**src/rtl/dclk_pkg.sv**
```systemverilog
package dclk_pkg;

    localparam int unsigned REF_HZ_DEF   = 32'd14318180;
    localparam int unsigned MIN_HZ_DEF   = 32'd3125000;
    localparam int unsigned MAX_HZ_DEF   = 32'd220000000;
    localparam int unsigned FLOOR_HZ_DEF = 32'd100000000;

    typedef enum logic [2:0] {
        ST_IDLE,
        ST_SCALE,
        ST_DIVIDE,
        ST_SWEEP,
        ST_FINISH
    } dclk_state_e;

endpackage

```
**src/rtl/dclk_quot_unit.sv**
```systemverilog
module dclk_quot_unit #(
    parameter int unsigned DIVISOR = 32'd14318180,
    parameter int          FT_W    = 32,
    parameter int          QW      = 5
) (
    input  logic            clk,
    input  logic            rst_n,
    input  logic            load,
    input  logic [FT_W-1:0] dividend,
    output logic [QW-1:0]   quo,
    output logic [FT_W-1:0] rem,
    output logic            ready
);
    localparam logic [FT_W-1:0] DIV_V = FT_W'(DIVISOR);

    logic [FT_W-1:0] rem_q;
    logic [QW-1:0]   quo_q;

    always_ff @(posedge clk or negedge rst_n) begin
        if (!rst_n) begin
            rem_q <= '0;
            quo_q <= '0;
        end else if (load) begin
            rem_q <= dividend;
            quo_q <= '0;
        end else if (rem_q >= DIV_V) begin
            rem_q <= rem_q - DIV_V;
            quo_q <= quo_q + QW'(1);
        end
    end

    assign ready = (rem_q < DIV_V);
    assign quo   = quo_q;
    assign rem   = rem_q;
endmodule

```
**src/rtl/dclk_cand_step.sv**
```systemverilog
module dclk_cand_step #(
    parameter int unsigned REF_HZ  = 32'd14318180,
    parameter int          FT_W    = 32,
    parameter int          QW      = 5,
    parameter int          MW      = 13,
    parameter int          NW      = 9,
    parameter int          ERR_W   = 40,
    parameter int unsigned N_FIRST = 3,
    parameter int unsigned M_LOW   = 3,
    parameter int unsigned M_HIGH  = 257,
    parameter int unsigned M_FOLD  = 1028
) (
    input  logic [NW-1:0]    n_cur,
    input  logic [MW-1:0]    m_cur,
    input  logic [FT_W-1:0]  acc_cur,
    input  logic [QW-1:0]    quo,
    input  logic [FT_W-1:0]  rem,
    output logic [MW-1:0]    m_nxt,
    output logic [FT_W-1:0]  acc_nxt,
    output logic             cand_ok,
    output logic [ERR_W-1:0] cand_err
);
    localparam logic [FT_W:0] REF_W = (FT_W+1)'(REF_HZ);

    logic [FT_W:0] sum;
    logic          carry;

    always_comb begin
        sum     = {1'b0, acc_cur} + {1'b0, rem};
        carry   = (sum >= REF_W);
        acc_nxt = carry ? FT_W'(sum - REF_W) : sum[FT_W-1:0];
        m_nxt   = m_cur + MW'(quo) + MW'(carry);
    end

    always_comb begin
        cand_ok = (n_cur >= NW'(N_FIRST)) && (m_cur >= MW'(M_LOW))
                  && (m_cur <= MW'(M_FOLD));
        if (m_cur <= MW'(M_HIGH))
            cand_err = ERR_W'(acc_cur);
        else
            cand_err = ERR_W'(acc_cur) + ERR_W'(REF_HZ) * ERR_W'(m_cur[1:0]);
    end
endmodule

```
**src/rtl/dclk_best_track.sv**
```systemverilog
module dclk_best_track #(
    parameter int MW    = 13,
    parameter int NW    = 9,
    parameter int ERR_W = 40
) (
    input  logic             clk,
    input  logic             rst_n,
    input  logic             clr,
    input  logic             upd_en,
    input  logic [ERR_W-1:0] cand_err,
    input  logic [MW-1:0]    cand_m,
    input  logic [NW-1:0]    cand_n,
    output logic [MW-1:0]    best_m,
    output logic [NW-1:0]    best_n
);
    logic [ERR_W-1:0] best_err_q;
    logic [MW-1:0]    best_m_q;
    logic [NW-1:0]    best_n_q;

    always_ff @(posedge clk or negedge rst_n) begin
        if (!rst_n) begin
            best_err_q <= '1;
            best_m_q   <= '0;
            best_n_q   <= '0;
        end else if (clr) begin
            best_err_q <= '1;
            best_m_q   <= '0;
            best_n_q   <= '0;
        end else if (upd_en && (cand_err < best_err_q)) begin
            best_err_q <= cand_err;
            best_m_q   <= cand_m;
            best_n_q   <= cand_n;
        end
    end

    assign best_m = best_m_q;
    assign best_n = best_n_q;
endmodule

```
**src/rtl/dclk_coef_search.sv**
```systemverilog
module dclk_coef_search
    import dclk_pkg::*;
#(
    parameter int unsigned REF_HZ   = REF_HZ_DEF,
    parameter int unsigned MIN_HZ   = MIN_HZ_DEF,
    parameter int unsigned MAX_HZ   = MAX_HZ_DEF,
    parameter int unsigned FLOOR_HZ = FLOOR_HZ_DEF,
    parameter int unsigned N_FIRST  = 3,
    parameter int unsigned N_LAST   = 257,
    parameter int unsigned M_LOW    = 3,
    parameter int unsigned M_HIGH   = 257,
    parameter int unsigned M_FOLD   = 1028,
    parameter int          FT_W     = 32,
    parameter int          CODE_W   = 8,
    parameter int          QW       = 5,
    parameter int          MW       = 13,
    parameter int          NW       = 9,
    parameter int          ERR_W    = 40
) (
    input  logic              clk,
    input  logic              rst_n,
    input  logic              start,
    input  logic [FT_W-1:0]   target_hz,
    output logic              busy,
    output logic              done,
    output logic              range_err,
    output logic [CODE_W-1:0] m_code,
    output logic [CODE_W-1:0] n_code,
    output logic [CODE_W-1:0] div_code
);
    localparam logic [CODE_W-1:0] DIV_STEP  = CODE_W'(8'h10);
    localparam logic [CODE_W-1:0] LOOP1_SEL = CODE_W'(8'h04);
    localparam logic [FT_W-1:0]   FLOOR_V   = FT_W'(FLOOR_HZ);

    dclk_state_e state_q, state_d;

    logic [FT_W-1:0]   ft_q;
    logic [CODE_W-1:0] div_q;
    logic [NW-1:0]     n_q;
    logic [MW-1:0]     m_q;
    logic [FT_W-1:0]   acc_q;

    logic              in_range;
    logic              qu_load;
    logic [QW-1:0]     qu_quo;
    logic [FT_W-1:0]   qu_rem;
    logic              qu_ready;
    logic [MW-1:0]     m_nxt;
    logic [FT_W-1:0]   acc_nxt;
    logic              cand_ok;
    logic [ERR_W-1:0]  cand_err;
    logic [MW-1:0]     best_m;
    logic [NW-1:0]     best_n;
    logic [MW-1:0]     best_m_qtr;

    assign in_range   = (target_hz >= FT_W'(MIN_HZ)) && (target_hz <= FT_W'(MAX_HZ));
    assign qu_load    = (state_q == ST_SCALE) && (ft_q >= FLOOR_V);
    assign busy       = (state_q != ST_IDLE);
    assign best_m_qtr = best_m >> 2;

    dclk_quot_unit #(
        .DIVISOR (REF_HZ),
        .FT_W    (FT_W),
        .QW      (QW)
    ) u_quot (
        .clk      (clk),
        .rst_n    (rst_n),
        .load     (qu_load),
        .dividend (ft_q),
        .quo      (qu_quo),
        .rem      (qu_rem),
        .ready    (qu_ready)
    );

    dclk_cand_step #(
        .REF_HZ  (REF_HZ),
        .FT_W    (FT_W),
        .QW      (QW),
        .MW      (MW),
        .NW      (NW),
        .ERR_W   (ERR_W),
        .N_FIRST (N_FIRST),
        .M_LOW   (M_LOW),
        .M_HIGH  (M_HIGH),
        .M_FOLD  (M_FOLD)
    ) u_step (
        .n_cur    (n_q),
        .m_cur    (m_q),
        .acc_cur  (acc_q),
        .quo      (qu_quo),
        .rem      (qu_rem),
        .m_nxt    (m_nxt),
        .acc_nxt  (acc_nxt),
        .cand_ok  (cand_ok),
        .cand_err (cand_err)
    );

    dclk_best_track #(
        .MW    (MW),
        .NW    (NW),
        .ERR_W (ERR_W)
    ) u_best (
        .clk      (clk),
        .rst_n    (rst_n),
        .clr      (state_q == ST_DIVIDE),
        .upd_en   ((state_q == ST_SWEEP) && cand_ok),
        .cand_err (cand_err),
        .cand_m   (m_q),
        .cand_n   (n_q),
        .best_m   (best_m),
        .best_n   (best_n)
    );

    // State register
    always_ff @(posedge clk or negedge rst_n) begin
        if (!rst_n) state_q <= ST_IDLE;
        else        state_q <= state_d;
    end

    // Transitions
    always_comb begin
        state_d = state_q;
        unique case (state_q)
            ST_IDLE:   if (start && in_range)          state_d = ST_SCALE;
            ST_SCALE:  if (ft_q >= FLOOR_V)            state_d = ST_DIVIDE;
            ST_DIVIDE: if (qu_ready)                   state_d = ST_SWEEP;
            ST_SWEEP:  if (n_q == NW'(N_LAST))         state_d = ST_FINISH;
            ST_FINISH:                                 state_d = ST_IDLE;
            default:                                   state_d = ST_IDLE;
        endcase
    end

    // Datapath and outputs
    always_ff @(posedge clk or negedge rst_n) begin
        if (!rst_n) begin
            ft_q      <= '0;
            div_q     <= '0;
            n_q       <= '0;
            m_q       <= '0;
            acc_q     <= '0;
            done      <= 1'b0;
            range_err <= 1'b0;
            m_code    <= '0;
            n_code    <= '0;
            div_code  <= '0;
        end else begin
            done <= 1'b0;
            unique case (state_q)
                ST_IDLE: begin
                    if (start) begin
                        if (in_range) begin
                            ft_q  <= target_hz;
                            div_q <= '0;
                        end else begin
                            done      <= 1'b1;
                            range_err <= 1'b1;
                            m_code    <= '0;
                            n_code    <= '0;
                            div_code  <= '0;
                        end
                    end
                end
                ST_SCALE: begin
                    if (ft_q < FLOOR_V) begin
                        ft_q  <= ft_q << 1;
                        div_q <= div_q + DIV_STEP;
                    end
                end
                ST_DIVIDE: begin
                    n_q   <= '0;
                    m_q   <= '0;
                    acc_q <= '0;
                end
                ST_SWEEP: begin
                    n_q   <= n_q + NW'(1);
                    m_q   <= m_nxt;
                    acc_q <= acc_nxt;
                end
                ST_FINISH: begin
                    done      <= 1'b1;
                    range_err <= 1'b0;
                    n_code    <= CODE_W'(best_n - NW'(2));
                    if (best_m > MW'(M_HIGH)) begin
                        m_code   <= CODE_W'(best_m_qtr - MW'(2));
                        div_code <= div_q;
                    end else begin
                        m_code   <= CODE_W'(best_m - MW'(2));
                        div_code <= div_q | LOOP1_SEL;
                    end
                end
                default: ;
            endcase
        end
    end
endmodule

```
**config.mk**
```make
export PLATFORM = sky130hd
export DESIGN_NAME = dclk_coef_search
export DESIGN_NICKNAME = d
export VERILOG_FILES = /design/src/rtl/dclk_pkg.sv /design/src/rtl/dclk_quot_unit.sv /design/src/rtl/dclk_cand_step.sv /design/src/rtl/dclk_best_track.sv /design/src/rtl/dclk_coef_search.sv
export SDC_FILE = /design/constraint.sdc
export NUM_CORES = 1
export LEC_CHECK = 0
export ABC_AREA = 1
export ABC_CLOCK_PERIOD_IN_PS = 10500
export BUFFER_PORTS_ARGS = -buffer_cell sky130_fd_sc_hd__buf_4
export CORE_MARGIN = 2
export CORE_UTILIZATION = 50
export DETAILED_ROUTE_END_ITERATION = 10
export PLACE_DENSITY = 0.67
export RECOVER_POWER = 25
export SLEW_MARGIN = 20
export SYNTH_ARGS = -nofsm -noshare
export SYNTH_HDL_FRONTEND = slang
export SYNTH_SLANG_ARGS = --single-unit
export TNS_END_PERCENT = 30
```
**constraint.sdc**
```tcl
create_clock -name clk -period 10.5 [get_ports clk]
set_input_delay 1.575 -clock clk [delete_from_list [all_inputs] [get_ports clk]]
set_output_delay 1.575 -clock clk [all_outputs]
set_load 0.1 [all_outputs]
```
; Yosys cells after proc, flatten, opt, wreduce, memory -nomap -nowiden
; Cells that the tools add are included.
[totals]
register_bits = 221
inputBits = 35
out_inout_bits = 27
wordCells = 113
[classes]
n_addsub = 12
mul = 1
magnitude_cmp = 13
n_eq_ne = 13
muxes = 41
reduce_logical = 17
[ops]
columns = operator, n
row1 = 32-bit 2-to-1 mux, 6
row2 = 32-bit case mux with 2 select lines, 2
row3 = 40-bit 2-to-1 mux, 3
row4 = 8-bit 2-to-1 mux, 8
row5 = 8-bit case mux with 2 select lines, 4
row6 = 32-bit by 24-bit subtractor with 32-bit output (second input constant), 2
row7 = 40-bit < comparator, 1
row8 = 32-bit by 26-bit adder with 33-bit output, 1
row9 = 32-bit by 32-bit adder with 33-bit output, 1
row10 = 33-bit by 24-bit greater-or-equal comparator with 1-bit output (second input constant), 1
row11 = 32-bit by 22-bit greater-or-equal comparator with 1-bit output (second input constant), 1
row12 = 32-bit by 24-bit greater-or-equal comparator with 1-bit output (second input constant), 1
row13 = 32-bit by 27-bit greater-or-equal comparator with 1-bit output (second input constant), 1
row14 = 32-bit by 28-bit less-or-equal comparator with 1-bit output (second input constant), 1
row15 = 32-bit by 24-bit < comparator with 1-bit output (second input constant), 1
row16 = 32-bit by 27-bit < comparator with 1-bit output (second input constant), 1
row17 = 13-bit 2-to-1 mux, 2
row18 = 13-bit case mux with 2 select lines, 1
row19 = 22-bit by 2-bit multiplier with 24-bit output (first input constant), 1
row20 = 8-bit by 2-bit subtractor with 8-bit output (second input constant), 3
row21 = 9-bit case mux with 2 select lines, 1
row22 = 3-bit 2-to-1 mux, 5
row23 = 13-bit by 1-bit adder with 13-bit output, 1
row24 = 13-bit by 5-bit adder with 13-bit output, 1
row25 = other kinds (24), 47

; Depth between registers and ports, before layout
; Gate-level depths: netlist of run 1.
[logic_depth]
word_depth = 7
ltp_mapped = 34
ltp_nobuf = 33

; Cells and area by module
; From an unflattened synthesis of run 1, not the netlist that was laid out.
[hier_totals]
cells_unflattened = 2953
area_unflattened_um2 = 19454.9
[by_module_without_submodules]
columns = module, instances, cells_each, area_per_inst_um2, seq_area_each_um2
row1 = dclk_cand_step, 1, 1323, 6746.5, 0.0
row2 = dclk_coef_search, 1, 641, 5731.7, 2927.8
row3 = dclk_best_track, 1, 512, 3998.8, 1601.5
row4 = dclk_quot_unit, 1, 477, 2977.9, 925.9

; Worst setup path after synthesis of run 1
; No wires, ideal clock.
[synth_path]
path_kind = register -> register
startpoint = register acc_q[0]
endpoint = register m_q[12]
setup_time_ps = 120
arrival_time_ps = 4266
required_ps = 10380
slack_ps = 6115
path_stages_with_launch = 33
path_buffers = 1
period_less_slack_ps = 4385
path_cell_list = dfrtp_1 -> ha_1 -> inv_1 -> fa_1 -> inv_1 -> nand3_1 -> nand2_1 -> nand2_1 -> nand2_1 -> nand3_1 -> nand2_1 -> nand2_1 -> nand2_1 -> nand2_1 -> nor2_2 -> nand2_1 -> nor2_2 -> nand2_2 -> nand3_4 -> buf_6 -> inv_1 -> fa_1 -> fa_1 -> nor2_1 -> a211oi_1 -> nor2_1 -> inv_1 -> a21oi_1 -> nand3_1 -> nor2_1 -> nand4_1 -> o21ai_0 -> inv_1
[synth_via]
elab_chain_cells = 4
[synth_rtl]
columns = element, line
row1 = "start, declared", dclk_coef_search.sv:41  ; logic [FT_W-1:0] acc_q;
row2 = "start signal, assigned", dclk_coef_search.sv:177  ; acc_q <= acc_nxt;
row3 = 32-bit by 32-bit adder with 33-bit output, dclk_cand_step.sv:29  ; sum = {1'b0, acc_cur} + {1'b0, rem};
row4 = 33-bit by 24-bit greater-or-equal comparator with 1-bit output, dclk_cand_step.sv:30  ; carry = (sum >= REF_W);
row5 = 13-bit by 1-bit adder with 13-bit output, dclk_cand_step.sv:32  ; m_nxt = m_cur + MW'(quo) + MW'(carry);
row6 = 13-bit case mux with 2 select lines, dclk_coef_search.sv:148  ; unique case (state_q)
row7 = "end signal, assigned", dclk_coef_search.sv:176  ; m_q <= m_nxt;
row8 = "end, declared", dclk_coef_search.sv:40  ; logic [MW-1:0] m_q;
; No other way between the ends.
; A chain may end at the register's enable or synchronous reset.

; Worst setup path in the final report of run 1
[layout_path]
startpoint = register m_q[1]
endpoint = register u_best.best_n_q[2] (netlist: u_best.best_n[2])
[layout_via]
elab_chain_cells = 6
elab_cells_between_ends = 12
cone_classes = add/sub: 1 / mul: 1 / order compare: 4 / mux: 1 / reduce/logical: 5
[layout_rtl]
columns = element, line
row1 = 22-bit by 2-bit multiplier with 24-bit output or 13-bit by 2-bit greater-or-equal comparator with 1-bit output (tied branches), "dclk_cand_step.sv:41, dclk_cand_step.sv:36"
row2 = 32-bit by 26-bit adder with 33-bit output or 1-bit logical AND (tied branches), "dclk_cand_step.sv:41, dclk_cand_step.sv:36"
row3 = 40-bit 2-to-1 mux or 1-bit logical AND (tied branches), "dclk_cand_step.sv:38, dclk_cand_step.sv:37"
row4 = 40-bit < comparator or 1-bit logical AND (tied branches), "dclk_best_track.sv:29, dclk_coef_search.sv:106"
row5 = 1-bit logical AND *, dclk_best_track.sv:29  ; end else if (upd_en && (cand_err < best_err_q)) begin
row6 = 2-bit nonzero test (no source line) *, -
row7 = "end signal, assigned", dclk_best_track.sv:32  ; best_n_q <= cand_n;
row8 = "end, declared", dclk_best_track.sv:18  ; logic [NW-1:0] best_n_q;
; Every way passes the cells marked *; elsewhere a longest branch is shown, timed or not.

==> impl_metrics.json, run 1 <==
{
  "area_delta_synth_final_pct": 9.84,
  "grt_pass1_vias": 15900,
  "gr-usage-met1": 0.394,
  "drv_slew": 119,
  "violations": "capacitance limit, slew limit",
  "dp_hpwl_um": 41300,
  "grt_pass1_wl_um": 84800,
  "dr.pass1.iters": 6,
  "routabilityCongestion": 0.965,
  "grt-ovfl-total": 0,
  "fp.dieH_um": 189,
  "ys_ff_latch": 209,
  "fp.coreArea_um2": 33500,
  "n_antenna_cell": 0,
  "routed_wl_um": 53600,
  "maxCapViolCount": 2,
  "min_path_type": "reg -> reg",
  "cts_made_buffers": 26,
  "slowest_stage": "clkinv_1",
  "cts_htree_levels": 1,
  "top_usage_layer": "met2",
  "postRouteAntennaNets": 0,
  "clk_path_buf_depth": 3,
  "crit_fanout": 49,
  "setup_viol": 0,
  "dieArea_um2": 35600,
  "ios": 62,
  "fillers": 3300,
  "port_buffers": 61,
  "rsz0062_at_grt": "no",
  "via_per_inst": 5.45,
  "period_minus_slack_ps": 6180,
  "cp-start-kind": "flop",
  "crit_family": "compound AO/OA/AOI/OAI gates",
  "dp_slack_ps": 4440,
  "multiInputGateArea_um2": 9980,
  "cts_tree": "done",
  "p_leak_nw": 9.87,
  "vias": 17000,
  "fin_setup_tns_ps": 0,
  "rows": 67,
  "skew_ps": 37.3,
  "peakVddDrop_v": 0.000102,
  "avgSynthCellArea_um2": 6.50,
  "path_buf_inv": 4,
  "initial_core_util": 0.508,
  "die_w_um": 189,
  "cts_sinks": 209,
  "yosysUniqueCellTypes": 56,
  "crit_path_end_kind": "flop",
  "yosysWarnings": 0,
  "crit_top_cell": "nand2_1",
  "drc": 0,
  "cpPeakStageDelay_ps": 630,
  "fin_crit_sh": 0.588,
  "ctsResizeCount": 0,
  "powerDensity_nw_per_um2": 93.4,
  "syn_inst": 2621,
  "finalHoldViolCount": 0,
  "synth_area_um2": 17000,
  "grt_util_all_layers": 0.299,
  "postCtsSetupBuffers": 0,
  "worst_skew_pair.late_latency_ps": 560,
  "antenna_found_initial": 0,
  "met2_usage": 0.509,
  "area.sequential_um2": 5270,
  "seq_area_frac_synth": 0.309,
  "tightest_slew_ps": 4970,
  "outcome": "finished with violations",
  "fin_nets": 2805,
  "wire_per_inst_um": 17.1,
  "clock.fmax_mhz": 162,
  "setup_slack_ps": 4320,
  "clk_pin_slew_ps": 60,
  "critPathArrivalTime_ps": 6610,
  "drtIter0Drc": 1301,
  "drive_gt1_frac": 0.0773,
  "use_met3": 0.0432,
  "critical_path_class": "reg -> reg",
  "root_buffer": "clkbuf_16",
  "critPathRequiredTime_ps": 10930,
  "synth_nets": 2767,
  "maxSlewHeadroom": -2.31,
  "cts_hold_buffers": 0,
  "grt_max_degree": 85
}
## sequential cells by signal, summed over array words and instances (netlist names)
name / flops
u_best.best_err_q: 34
acc_q: 32
ft_q: 32
u_quot.rem: 32
m_q: 13
u_best.best_m: 13
n_q: 9
m_code: 8
n_code: 8
u_best.best_n: 8
div_code: 6
u_quot.quo: 5
div_q: 4
state_q: 3
done: 1
range_err: 1
## cells in the final DEF (no fill, tap or decap), types with 3 or more instances in the layout
| cell | instances |
|---|---|
| nor2_2 | 15 |
| or2_2 | 14 |
| a21oi_1 | 102 |
| clkbuf_8 | 5 |
| xor2_1 | 35 |
| nand4_1 | 64 |
| inv_2 | 6 |
| o22ai_1 | 25 |
| o2111ai_1 | 4 |
| nor3_1 | 30 |
| dfrtp_1 | 175 |
| a31oi_1 | 14 |
| o221ai_1 | 3 |
| fa_1 | 4 |
| mux2i_1 | 12 |
| nand3_2 | 5 |
| o21ai_1 | 6 |
| nand2_2 | 16 |
| nand3b_1 | 7 |
| o211ai_1 | 8 |
| o21bai_1 | 7 |
| dfstp_2 | 34 |
| clkinv_1 | 3 |
| nor4_1 | 9 |
| ha_1 | 107 |
| o21ai_0 | 172 |
| a21boi_0 | 3 |
| nand2_1 | 807 |
| and2_1 | 4 |
| a211oi_1 | 4 |
| nand3_1 | 164 |
| buf_4 | 73 |
| inv_1 | 389 |
| nor2_1 | 261 |
| o41ai_1 | 4 |
| clkbuf_16 | 26 |
| o21a_1 | 9 |
| xnor2_1 | 14 |
| clkbuf_1 | 10 |
## logic make-up (layout without fill, tap and decap cells)
family,after synthesis,in the layout,share of synthesized area
muxes,12,12,0.00705
and+or+nand+nor,1404,1404,0.347
DFF,209,209,0.309
xor gates and xnor gates,50,50,0.0261
buffers and inverters,463,519,0.105
AOI/OAI and AO/OA,372,372,0.122
adders and majority gates,111,111,0.0833
## final timing paths
| path | end | from | slack (ps) | cells past startpoint |
|---|---|---|---|---|
| hold / removal | n_code[1] | u_best.best_n[1] | 470 | 1 |
| hold reg to reg | n_code[1] | u_best.best_n[1] | 470 | 1 |
| max in group asynchronous | ft_q[4] | rst_n | 4890 | 1 |
| min in group asynchronous | acc_q[12] | rst_n | 2830 | 1 |
| setup reg to reg | u_best.best_n[2] | m_q[1] | 4320 | 25 |
| setup / recovery | u_best.best_n[2] | m_q[1] | 4320 | 25 |
## layer usage
metal | routed length (um) | up-vias
met5 | 0 | -
met2 | 25400 | 499
li1 | - | 8505
met3 | 3250 | 94
met4 | 1640 | 0
met1 | 23200 | 7937
## through the flow
| step | util | std cells | area, um^2 | hold slack, ps | total power [mW] |
|---|---|---|---|---|---|
| 3_3_place_gp | 0.533 | 3079 | 17900 | 458 | 0.859 |
| 4_1_cts | 0.559 | 3125 | 18700 | 471 | 1.76 |
| 3_5_place_dp | 0.533 | 3079 | 17900 | 460 | 0.860 |
| 5_1_grt | 0.558 | 3125 | 18700 | 473 | 1.80 |
| 2_1_floorplan | - | 2621 | 17000 | 438 | 0.828 |
| 6_report | 0.558 | 3125 | 18700 | 467 | 1.75 |
## power breakdown
part,internal [mW],switching [mW],leakage (nW),total (mW)
sequential,0.806,0,2.60,0.806
clock,0.541,0.364,0.413,0.905
combinational,0.0121,0.0257,6.86,0.0379
total,1.36,0.390,9.87,1.75
## cells in the mapped netlist, drive strengths merged
cell type  number  share of area
a211oi          4         0.0018
a21boi          3         0.0013
a21o            1        0.00044
a21oi         103          0.031
a22o            1        0.00051
a22oi           2        0.00088
a31o            1        0.00051
a31oi          14         0.0051
a32oi           1        0.00051
and2            4         0.0015
buf            26         0.0088
clkbuf         39         0.0086
clkinv          3        0.00066
dfrtp         175           0.26
dfstp          34          0.052
fa              4         0.0047
ha            107          0.079
inv           395          0.087
mux2i          12         0.0071
nand2         824           0.18
nand3         170          0.052
nand3b          7         0.0031
nand4          64          0.023
nor2          277          0.063
nor3           30         0.0088
nor3b           2        0.00088
nor4            9         0.0033
nor4b           1        0.00051
o2111ai         4         0.0021
o211ai          8         0.0035
o21a            9         0.0040
o21ai         178          0.052
o21bai          7         0.0031
o221ai          3         0.0015
o22ai          25         0.0092
o31ai           2        0.00088
o32ai           2         0.0010
o41ai           4         0.0021
or2            15         0.0055
or4             1        0.00044
xnor2          14         0.0072
xor2           36          0.019
## area by class of cell
| type | count | share of cell area |
|---|---|---|
| inverter | 398 | 0.0798 |
| timing repair buffer | 75 | 0.0297 |
| sequential | 209 | 0.282 |
| clock buffer | 39 | 0.0400 |
| multi-input combinational | 1949 | 0.533 |
| clock inverter | 7 | 0.00548 |
| tap | 448 | 0.0300 |
No activity file was read; power rests on OpenSTA's default activity.
==> run 2, diff against run 1 <==
--- a/config.mk
+++ b/config.mk
@@ -6,12 +6,12 @@
 export NUM_CORES = 1
 export LEC_CHECK = 0
 export ABC_AREA = 1
-export ABC_CLOCK_PERIOD_IN_PS = 10500
+export ABC_CLOCK_PERIOD_IN_PS = 5600
 export BUFFER_PORTS_ARGS = -buffer_cell sky130_fd_sc_hd__buf_4
 export CORE_MARGIN = 2
 export CORE_UTILIZATION = 50
 export DETAILED_ROUTE_END_ITERATION = 10
-export PLACE_DENSITY = 0.67
+export PLACE_DENSITY = 0.69
 export RECOVER_POWER = 25
 export SLEW_MARGIN = 20
 export SYNTH_ARGS = -nofsm -noshare
==> constraint.sdc (replaced) <==
create_clock -name clk -period 5.6 [get_ports clk]
set_input_delay 0.84 -clock clk [delete_from_list [all_inputs] [get_ports clk]]
set_output_delay 0.84 -clock clk [all_outputs]
set_load 0.1 [all_outputs]
==> impl_metrics.json, run 2 (synthesis gave the netlist of run 1 again) <==
{
  "dp_hpwl_um": 41200,
  "critPathArrivalTime_ps": 5700,
  "regMostFlops": "u_best.best_err_q",
  "drc": 0,
  "routabilityCongestion": 1.04,
  "crit_top_cell": "nand2_1",
  "fin_crit_sh": 0.939,
  "critical_path_class": "reg -> reg",
  "grt-ovfl-total": 0,
  "peakVddDrop_v": 0.000206,
  "reg2reg_depth": 31,
  "hold_start": "u_best.best_n[1]",
  "dieArea_um2": 35600,
  "vias": 17200,
  "instances_no_fill": 3148,
  "antenna_found_initial": 0,
  "cts_made_buffers": 26,
  "placedInstanceArea_um2": 18100,
  "dr.pass1.iters": 6,
  "rsz0062_at_grt": "no",
  "area_delta_synth_final_pct": 11.0,
  "cpPeakStageDelay_ps": 420,
  "worst_skew_pair.late_latency_ps": 560,
  "wire_per_inst_um": 16.6,
  "grt_max_degree": 87,
  "rows": 67,
  "startpoint": "u_quot.rem[0]",
  "grt_pass1_wl_um": 84000,
  "violations": "capacitance limit, slew limit",
  "port_buffers": 61,
  "critPathRequiredTime_ps": 6050,
  "cts_sinks": 209,
  "postCtsSetupBuffers": 0,
  "holdPathStages": 1,
  "drv_slew": 87,
  "final_core_util": 0.564,
  "skew_ps": 24.7,
  "ios": 62,
  "setup_viol": 0,
  "timing.rr.start": "u_quot.rem[0]",
  "p_total_mw": 3.23,
  "min_path_type": "reg -> reg",
  "n_antenna_cell": 0,
  "die_w_um": 189,
  "period_minus_slack_ps": 5260,
  "fin_nets": 2830,
  "postRouteAntennaNets": 0,
  "final_area_um2": 18900,
  "clock.fmax_mhz": 190,
  "powerDensity_nw_per_um2": 171,
  "crit_fanout": 5,
  "tightest_slew_ps": 4310,
  "final_common_cell": "nand2_1",
  "grt_util_all_layers": 0.295,
  "fp.dieH_um": 189,
  "maxSlewHeadroom": -1.87,
  "via_per_inst": 5.47,
  "grt_pass1_vias": 16000,
  "crit_path_end_kind": "flop",
  "cts_tree": "done",
  "finalHoldViolCount": 0,
  "final_cell_mix": "806 x nand2_1, 389 x inv_1, 259 x nor2_1",
  "fp.coreArea_um2": 33500,
  "clk_path_buf_depth": 3,
  "outcome": "finished with violations",
  "clk_pin_slew_ps": 60,
  "initial_core_util": 0.508,
  "maxCapViolCount": 1,
  "slowest_stage": "fa_1",
  "cp-start-kind": "flop",
  "placedCellCount": 3104,
  "cts_htree_levels": 1,
  "routed_wl_um": 52300,
  "largest_reg_flops": 34,
  "root_buffer": "clkbuf_16",
  "drive_gt1_frac": 0.0881,
  "fillers": 3357,
  "p_leak_nw": 10.0,
  "fin_setup_tns_ps": 0,
  "drtIter0Drc": 1406
}
run 2: cell types whose count changed in the layout (fill, tap and decap cells not counted), moves of 2 or more:
cell / previous run / this run
buf_4: 73 / 97
clkbuf_1: 10 / 5
clkinv_4: 0 / 2
nor2_1: 261 / 259
nor2_2: 15 / 17
o21ai_0: 172 / 170
o21ai_1: 6 / 8
run 2: worst paths after layout:
path	to	slack, ps
worst max-delay path	m_q[12]	340
worst min-delay path	n_code[1]	470
worst max register to register	m_q[12]	340
worst min register to register	n_code[1]	470
max in group asynchronous	u_quot.rem[24]	960
min in group asynchronous	acc_q[23]	1920
run 2: what timing repair did:
item / 4_1_cts / 5_1_grt
resized for setup: 0 / 5
hold buffers: 0 / 0
endpoints found under the setup margin: 0 / 18
run 2: through the flow:
stage | hold slack [ps] | setup WS [ps]
after global placement | 456 | 399
final | 468 | 344
after detailed placement | 460 | 378
after CTS | 315 | 375
after global routing | 492 | 28.1
after floorplan | 438 | 1210
run 2: per-layer routing:
metal  global-route usage  vias up  share of wire
li1                     -     8560              -
met1                0.412     8015           0.46
met2                0.476      512           0.45
met3               0.0376      119          0.061
met4               0.0934        0          0.035
met5                    0        -              0
run 2: where the power goes:
group / internal, mW / total, mW / switching, mW
combinational: 0.0236 / 0.0731 / 0.0496
clock: 0.963 / 1.64 / 0.678
sequential: 1.51 / 1.51 / 0
run 2: worst max-delay path, delay by kind of cell (launching register included):
family | cells | cell delay, ps
buf+inv | 5 | 360
fa+ha+maj | 4 | 1520
compound gates | 3 | 450
flops | 1 | 410
simple gates | 19 | 2400
run 2: area by class of cell:
cell class	instances	area, um^2	share of cell area
multi-input cells	1949	9990	0.528
flip-flops and latches	209	5270	0.279
inverters	398	1490	0.0790
repair buffers	100	766	0.0405
clock buffers	36	738	0.0390
well taps	448	561	0.0296
clock inverters	8	88.8	0.00470
==> run 3, diff against run 2 <==
--- a/config.mk
+++ b/config.mk
@@ -6,13 +6,12 @@
 export NUM_CORES = 1
 export LEC_CHECK = 0
 export ABC_AREA = 1
-export ABC_CLOCK_PERIOD_IN_PS = 5600
+export ABC_CLOCK_PERIOD_IN_PS = 6500
 export BUFFER_PORTS_ARGS = -buffer_cell sky130_fd_sc_hd__buf_4
 export CORE_MARGIN = 2
 export CORE_UTILIZATION = 50
 export DETAILED_ROUTE_END_ITERATION = 10
-export PLACE_DENSITY = 0.69
-export RECOVER_POWER = 25
+export PLACE_DENSITY = 0.67
 export SLEW_MARGIN = 20
 export SYNTH_ARGS = -nofsm -noshare
 export SYNTH_HDL_FRONTEND = slang
==> constraint.sdc (replaced) <==
create_clock -name clk -period 6.5 [get_ports clk]
set_input_delay 0.975 -clock clk [delete_from_list [all_inputs] [get_ports clk]]
set_output_delay 0.975 -clock clk [all_outputs]
set_load 0.1 [all_outputs]
==> impl_metrics.json, run 3 (synthesis gave the netlist of run 1 again) <==
{
  "grt_util_all_layers": 0.302,
  "setup_viol": 0,
  "tightest_slew_ps": 1040,
  "final_common_cell": "nand2_1",
  "drc": 0,
  "area.sequential_um2": 5270,
  "cp-start-kind": "flop",
  "pwr-share-clk": 0.540,
  "grt_pass1_vias": 16200,
  "worst_skew_pair.late_latency_ps": 550,
  "antenna_found_initial": 0,
  "regMostFlops": "u_best.best_err_q",
  "p_sw_frac": 0.216,
  "crit_path_end_kind": "flop",
  "powerDensity_nw_per_um2": 157,
  "skew_ps": 10.4,
  "peakVddDrop_v": 0.000196,
  "r2r_end": "u_best.best_n[2]",
  "n_antenna_cell": 0,
  "critPathRequiredTime_ps": 6930,
  "startpoint": "m_q[0]",
  "period_minus_slack_ps": 5750,
  "drtIter0Drc": 1373,
  "wl_met2_um": 24100,
  "maxCapViolCount": 0,
  "finalHoldViolCount": 0,
  "grt-ovfl-total": 0,
  "largest_reg_flops": 34,
  "routed_wl_um": 53400,
  "via_per_inst": 5.47,
  "drv_slew": 0,
  "cpPeakStageDelay_ps": 580,
  "grt_pass1_wl_um": 85700,
  "critical_path_class": "reg -> reg",
  "outcome": "finished clean",
  "cts_htree_levels": 1,
  "fin_nets": 2807,
  "rows": 67,
  "wire_per_inst_um": 17.1,
  "reg2reg_depth": 25,
  "p_leak_nw": 9.94,
  "clk_path_buf_depth": 3,
  "p_switching_uw": 641,
  "port_buffers": 61,
  "fin_setup_tns_ps": 0,
  "min_path_type": "in -> async",
  "reg2reg_slack_ps": 750,
  "multiInputGateArea_um2": 9980,
  "p_comb_frac": 0.021,
  "drt-met1-wl_um": 23800,
  "clk_pin_slew_ps": 60,
  "fillers": 3419,
  "initial_core_util": 0.508,
  "clock.fmax_mhz": 174,
  "crit_top_cell": "nand2_1",
  "area_delta_synth_final_pct": 10.6,
  "internal_power_mw": 2.32,
  "rsz0062_at_grt": "no",
  "root_buffer": "clkbuf_16",
  "fp.dieH_um": 189,
  "final_cell_mix": "807 x nand2_1, 389 x inv_1, 261 x nor2_1",
  "drive_gt1_frac": 0.0821,
  "routabilityCongestion": 1.02,
  "dp_hpwl_um": 42100,
  "cts_sinks": 209,
  "cts_tree": "done",
  "dr.pass1.iters": 6,
  "grt_max_degree": 89,
  "dieArea_um2": 35600,
  "cts_hold_buffers": 0,
  "crit_fanout": 18,
  "cts_made_buffers": 26,
  "fp.coreArea_um2": 33500,
  "die_w_um": 189,
  "postRouteAntennaNets": 0,
  "critPathArrivalTime_ps": 6170,
  "timing.rr.start": "m_q[0]",
  "p_total_mw": 2.96,
  "vias": 17100,
  "slowest_stage": "dfrtp_1",
  "met3_length_um": 3320,
  "maxSlewHeadroom": 0.303,
  "ios": 62,
  "fin_crit_sh": 0.884,
  "p_seq_frac": 0.440,
  "top_layer": "met4"
}
-- run 3: metal layers --
layer	track usage	up-vias
met1	0.407	7984
met5	0	-
li1	-	8528
met3	0.0467	113
met4	0.114	0
met2	0.489	484
-- run 3: through the flow --
stage,cells,setup slack [ps],hold slack (ps),cell area [um^2],util
after floorplan,2621,2110,438,17000,-
after global placement,3081,653,456,17900,0.534
after detailed placement,3081,560,460,17900,0.534
after CTS,3129,504,448,18800,0.562
after global routing,3129,131,485,18800,0.562
final,3129,754,444,18800,0.562
-- run 3: how the worst max path moves through the flow --
| stage | to | cells after the start |
|---|---|---|
| 4_1_cts | u_best.best_n[2] | 25 |
| 6_report | u_best.best_n[2] | 25 |
| 3_3_place_gp | u_best.best_err_q[38] | 24 |
| 5_1_grt | u_best.best_m[3] | 25 |
| 2_1_floorplan | m_q[12] | 32 |
| 3_5_place_dp | u_best.best_n[2] | 25 |
-- run 3: cell type report --
| type | instances | area share |
|---|---|---|
| clock buffers | 33 | 0.0392 |
| clock inverters | 15 | 0.0110 |
| inverters | 398 | 0.0795 |
| multi-input cells | 1949 | 0.530 |
| flip-flops and latches | 209 | 0.280 |
| well taps | 448 | 0.0298 |
| repair buffers | 77 | 0.0311 |
-- run 3: power by group through the flow --
stage | Combinational [mW] | Sequential [mW] | Clock, mW
finish | 0.0615 | 1.30 | 1.60
global route | 0.0711 | 1.30 | 1.68
CTS | 0.0636 | 1.30 | 1.63
detailed placement | 0.0633 | 1.33 | 0
global placement | 0.0624 | 1.33 | 0
floorplan | 0.0120 | 1.33 | 0
-- run 3: what timing repair did --
item / in CTS / in global routing
gates resized for setup: 0 / 1
setup buffers: 0 / 0
endpoints found under the setup margin: 0 / 1
endpoints found under the hold margin: 0 / 0
-- run 3: critical path, delay by kind of cell (launching register included) --
family / cells / cell delay (ps)
buffers and inverters: 3 / 660
adders and majority gates: 3 / 1130
DFF: 1 / 580
and+or+nand+nor: 16 / 2690
AOI/OAI and AO/OA: 3 / 570
